### config.mk
export PLATFORM = sky130hd
export DESIGN_NAME = fetch_seq
export DESIGN_NICKNAME = d
export VERILOG_FILES = /design/src/rtl/fetch_seq.sv
export SDC_FILE = /design/constraint.sdc
export NUM_CORES = 1
export LEC_CHECK = 0
export ABC_AREA = 1
export BUFFER_PORTS_ARGS = -buffer_cell sky130_fd_sc_hd__clkbuf_2
export CAP_MARGIN = 20
export CORE_MARGIN = 5
export CORE_UTILIZATION = 40
export DETAILED_ROUTE_END_ITERATION = 6
export HOLD_SLACK_MARGIN = 0.02
export SETUP_SLACK_MARGIN = 0.15
export SYNTH_ARGS = -nofsm -noshare
export SYNTH_HDL_FRONTEND = slang
export SYNTH_SLANG_ARGS = --single-unit
### constraint.sdc
create_clock -name clk -period 1.6 [get_ports clk]
set_input_delay 0.16 -clock clk [delete_from_list [all_inputs] [get_ports clk]]
set_output_delay 0.16 -clock clk [all_outputs]
set_load 0.05 [all_outputs]
### src/rtl/fetch_seq.sv
module fetch_seq #(
  parameter bit          MEM_4K  = 1'b0,
  parameter int          AW      = 13,
  parameter int          IW      = 14,
  parameter logic [13:0] NOP_WORD = 14'h0000,
  parameter logic [12:0] RST_VEC  = 13'h0000,
  parameter logic [12:0] IRQ_VEC  = 13'h0004
) (
  input  logic          clk,
  input  logic          rst_n,
  input  logic [IW-1:0] fetch_data,
  input  logic          br_take,
  input  logic [AW-1:0] br_target,
  input  logic          irq_req,
  output logic [3:0]    q_stb,
  output logic [AW-1:0] fetch_addr,
  output logic [IW-1:0] ir,
  output logic          ex_bubble,
  output logic          dm_rd,
  output logic          dm_wr,
  output logic          irq_ack,
  output logic [AW-1:0] ret_addr
);
  localparam int PHYS_AW = MEM_4K ? 12 : 11;
  localparam logic [AW-1:0] MASK = {{(AW-PHYS_AW){1'b0}}, {PHYS_AW{1'b1}}};

  logic [1:0]    ph;
  logic [AW-1:0] pc, fa, ret_q;
  logic [IW-1:0] pf, ir_q;
  logic          pf_nop, ir_nop, ack_q;

  wire q1     = (ph == 2'd0);
  wire q4     = (ph == 2'd3);
  wire br_eff = br_take & ~ir_nop;

  always_ff @(posedge clk) begin
    if (!rst_n) begin
      ph     <= 2'd0;
      pc     <= RST_VEC & MASK;
      fa     <= RST_VEC & MASK;
      pf     <= NOP_WORD;
      ir_q   <= NOP_WORD;
      pf_nop <= 1'b1;
      ir_nop <= 1'b1;
      ack_q  <= 1'b0;
      ret_q  <= '0;
    end else begin
      ph    <= ph + 2'd1;
      ack_q <= 1'b0;
      if (q1) begin
        fa     <= pc;
        pc     <= (pc + 1'b1) & MASK;
        ir_q   <= pf;
        ir_nop <= pf_nop;
      end
      if (q4) begin
        pf     <= fetch_data;
        pf_nop <= 1'b0;
        if (irq_req) begin
          pc     <= IRQ_VEC & MASK;
          pf_nop <= 1'b1;
          ack_q  <= 1'b1;
          ret_q  <= br_eff ? (br_target & MASK) : fa;
        end else if (br_eff) begin
          pc     <= br_target & MASK;
          pf_nop <= 1'b1;
        end
      end
    end
  end

  assign q_stb      = 4'b0001 << ph;
  assign fetch_addr = fa;
  assign ir         = ir_nop ? NOP_WORD : ir_q;
  assign ex_bubble  = ir_nop;
  assign dm_rd      = q_stb[1] & ~ir_nop;
  assign dm_wr      = q_stb[3] & ~ir_nop;
  assign irq_ack    = ack_q;
  assign ret_addr   = ret_q;
endmodule

Word-level counts from Yosys, hierarchy flattened. Cells that the tools add are included.

Latch bits: 0. Memories: 0. Register bits after elaboration: 72. Bits in read-only memories: 0. Output and inout port bits: 48. Input bits: 31. RAM bits: 0.

Divide/modulo/power cells: 0. Reductions and logical operators: 3. $add $sub $neg: 2. Bitwise gates (word level): 4. Equality and inequality tests: 1. Shift operators: 1. Order comparisons: 0. Muxes and demuxes: 9. $mul: 0.

Operator list (count): 13-bit 2-to-1 mux (5); 14-bit 2-to-1 mux (1); 11-bit by 1-bit adder with 11-bit output (second input constant) (1); 2-bit AND reduction (2); 1-bit by 2-bit << shifter with 4-bit output (first input constant) (1); 1-bit AND (3); 1-bit 2-to-1 mux (3); 2-bit by 1-bit adder with 2-bit output (second input constant) (1); 2-bit == test (second input constant) (1); 2-bit logical NOT (1); 1-bit NOT (1).

Logic depth before layout (Yosys ltp).
Word-level depth: 5. Mapped depth: 12. Depth with buffers taken out: 11.

Worst setup path before layout. OpenSTA, ideal clock, no wires.

Path kind: flip-flop to flip-flop. Start: register ph[0]. End: register pc[7]. Arrival: 1867 ps. Stages on the path, launching flop included: 11. Setup time: 121 ps. Setup slack: -388 ps. Required time: 1479 ps. Cell sequence: dfxtp_1 ha_1 buf_6 inv_2 buf_6 nor2_4 nand2_4 nand2_4 inv_2 nand2_1 o22ai_1.

Cells in the longest elaborated chain, start to end: 5. Elaborated cells on any way between the ends: 6. Classes of those cells: eq/ne (1); mux (4); reduce/logical (1).

RTL lines: start, declared (RTL line 27) `logic [1:0] ph;`; start signal, assigned (RTL line 48) `ph <= ph + 2'd1;`; 2-bit logical NOT (RTL line 32) `wire q1 = (ph == 2'd0);`; 13-bit 2-to-1 mux (RTL line 50) `if (q1) begin`; 13-bit 2-to-1 mux (RTL line 64) `end else if (br_eff) begin`; 13-bit 2-to-1 mux (RTL line 59) `if (irq_req) begin`; 13-bit 2-to-1 mux (*) (RTL line 56) `if (q4) begin`; end signal, assigned (RTL line 52) `pc <= (pc + 1'b1) & MASK;`; end signal, assigned (RTL line 60) `pc <= IRQ_VEC & MASK;`; end signal, assigned (RTL line 65) `pc <= br_target & MASK;`; end, declared (RTL line 28) `logic [AW-1:0] pc, fa, ret_q;`.

Mark *: on every way between the ends. The rest lies on a longest branch, timed or not. A chain may end at the register's enable or synchronous reset.

Worst setup path in the final report.
Start: register ph[1]. End: output port dm_wr.

Cells in the longest elaborated chain, start to end: 2.

RTL lines: 1-bit by 2-bit << shifter with 4-bit output (RTL line 72) `assign q_stb = 4'b0001 << ph;`; 1-bit AND (RTL line 77) `assign dm_wr = q_stb[3] & ~ir_nop;`; end, declared (RTL line 20) `output logic dm_wr,`.

No other way between the ends.

==> results_dict.tcl <==
set metrics [dict create \
    max-cap-violations 0 \
    async_flop_share_pct 0 \
    finClkSkew_ns 0.01170 \
    worst_pin_slew_ns 0.4500 \
    drt-wirelength-per-cell_um 12.90 \
    grt_pass1_vias 2782 \
    portBuffers 76 \
    antenna_left 0 \
    powerDensity_mw_per_mm2 986.1 \
    finalPower_mw 3.959 \
    rsz0062_at_grt "true" \
    final_cell_mix "dfxtp_1, nand2_1, clkbuf_2" \
    fin_ws_ns 0.1765 \
    fin_cells 605 \
    syn_avg_cell_area_um2 7.403 \
    cp_max_fo 7 \
    syn_inst 419 \
    ys_warn_count 0 \
    die_w_um 98.06 \
    antenna_found_initial 0 \
    groute.usage.overall_pct 16.80 \
    nets 535 \
    yosysTopAreaCell "dfxtp_1" \
    first_pass_iters 4 \
    rows 32 \
    synth_seq_area_share_pct 46.47 \
    gp_congestion 0.7769 \
    cts_tree "done" \
    finalSetupViolCount 0 \
    synth_edf_count 0 \
    dpl_cell_area_mm2 0.003677 \
    final_hold_viol_count 0 \
    clk_path_buf_depth 2 \
    yosys-top-cells-area "dfxtp_1, nor2_1, o21ai_0, nand2_1, a21oi_1" \
    routed-via-count 2913 \
    drtIter0Drc 153 \
    place_inst 585 \
    antennaDiodeCount 0 \
    min_period_over_period_pct 88.97 \
    areaGrowthSynthToFinish_pct 29.45 \
    synth_cell_types 30 \
    clockRootBuffer "clkbuf_8" \
    cts.sinks 72 \
    synth_top_area_share_pct 46.47 \
    critPathKind "flip-flop to output pin" \
    start_util_pct 40.56 \
    grt_pass1_wl_mm 13.12 \
    start_kind "flip-flop" \
    place_hpwl_mm 5.475 \
    cp-end-kind "output pin" \
    netlist_area_mm2 0.003102 \
    grt_start_max_net_pins 51 \
    totalWireLength_mm 7.802 \
    cts_buffers 9 \
    hold_path_class "input pin to flip-flop" \
    synth-seq-cells 72 \
    syn_nets 455 \
    fin_crit_ns 1.423 \
    design_area_mm2 0.004015 \
    drc 0 \
    fmax_ghz 0.7025 \
    grt.overflow.total 0 \
    max-slew-margin-rel_pct 70.00 \
    ir_drop_mv 0.6396 \
    clkTransAtPathRegs_ns 0.07 \
    final-max-slew-violation-count 0 \
    io_pins 79 \
    die_area_mm2 0.009616 \
    die_h_um 98.06 \
    core_mm2 0.007647 \
    vias_per_cell 4.815 \
    crit_required_ns 1.44 \
    place_ws_ns 0.1234 \
    clock_latency_ns 0.35 \
    status "finished, final reports clean" \
    layout_commonest_cell "dfxtp_1" \
    p_leak_nw 1.814 \
    utilization_pct 52.50 \
    synthFlopType "dfxtp_1" \
    cts.htree.levels 3 \
    cp_data_arrival_time_ns 1.26 \
    drive_above_1_share_pct 30.22 \
]
worst max-delay path: stages (launching register included):
cell,delay (ns)
dfxtp_4,0.38
ha_4,0.18
inv_4,0.06
nor2_4,0.13
buf_8,0.16
cell usage after synthesis, types with 4 or more instances:
| master | instances |
|---|---|
| a21oi_1 | 38 |
| buf_2 | 6 |
| buf_6 | 5 |
| clkbuf_1 | 10 |
| dfxtp_1 | 72 |
| ha_1 | 5 |
| inv_1 | 46 |
| inv_2 | 4 |
| nand2_1 | 59 |
| nand2_4 | 4 |
| nand3_1 | 24 |
| nor2_1 | 69 |
| o21ai_0 | 49 |
layout make-up:
type,count,area [um2]
Sequential cell,72,1453
Tap cell,102,127.6
Inverter,51,198.9
Fill cell,760,3632
Clock buffer,9,123.9
Multi-Input combinational cell,273,1473
Timing Repair Buffer,92,601.8
Clock inverter,6,37.54
metal layers:
layer	part of all wire (%)	GRT usage [%]	vias to the layer above
met5	0	0	-
met4	1.2	4.260	0
met3	5.9	5.571	9
met2	49	27.85	65
met1	44	21.05	1344
li1	-	-	1495
registers in the layout (all words and copies together) (netlist names):
name,count
ir_q,14
pf,14
fetch_addr,13
pc,13
ret_addr,13
ph,2
ex_bubble,1
irq_ack,1
pf_nop,1
kinds of logic (layout without fill, tap and decap cells):
logic type,Yosys count,after routing,synth area share [%]
simple gates,166,166,23.44
flops,72,72,46.47
xor+xnor,3,3,0.8473
compound gates,99,99,16.58
buf+inv,74,158,10.65
fa+ha+maj,5,5,2.017
worst paths after layout:
| check | to | slack (ns) | from | depth (start not counted) |
|---|---|---|---|---|
| setup / recovery | dm_wr | 0.18 | ph[1]$_SDFF_PN0_ | 4 |
| hold / removal | pf[3]$_SDFFE_PN0P_ | 0.04 | fetch_data[3] | 3 |
| setup reg to reg | pc[0]$_SDFF_PN0_ | 0.21 | ph[0]$_SDFF_PN0_ | 7 |
| hold reg to reg | pc[12]$_SDFF_PN0_ | 0.45 | pc[12]$_SDFF_PN0_ | 2 |
what timing repair did:
action / in CTS / in global routing
pin swaps: 2 / 4
endpoints found under the setup margin: 17 / 40
hold buffers: 0 / 0
resized for setup: 17 / 38
buffers inserted: 1 / 4
report_power, final:
part | internal, mW | total (mW) | leakage [nW] | switching, mW
combinational | 0.243 | 0.773 | 1.14 | 0.530
clock | 0.548 | 1.22 | 0.0886 | 0.675
sequential | 1.90 | 1.96 | 0.589 | 0.0629
total | 2.69 | 3.96 | 1.81 | 1.27
metrics by stage:
step / setup TNS, ns / hold WS (ns)
floorplan: -0.5483 / 0.2782
global placement: 0 / 0.3899
detailed placement: 0 / 0.3954
CTS: 0 / 0.02465
global route: 0 / 0.03563
finish: 0 / 0.04131
(Power assumes the default switching activity.)
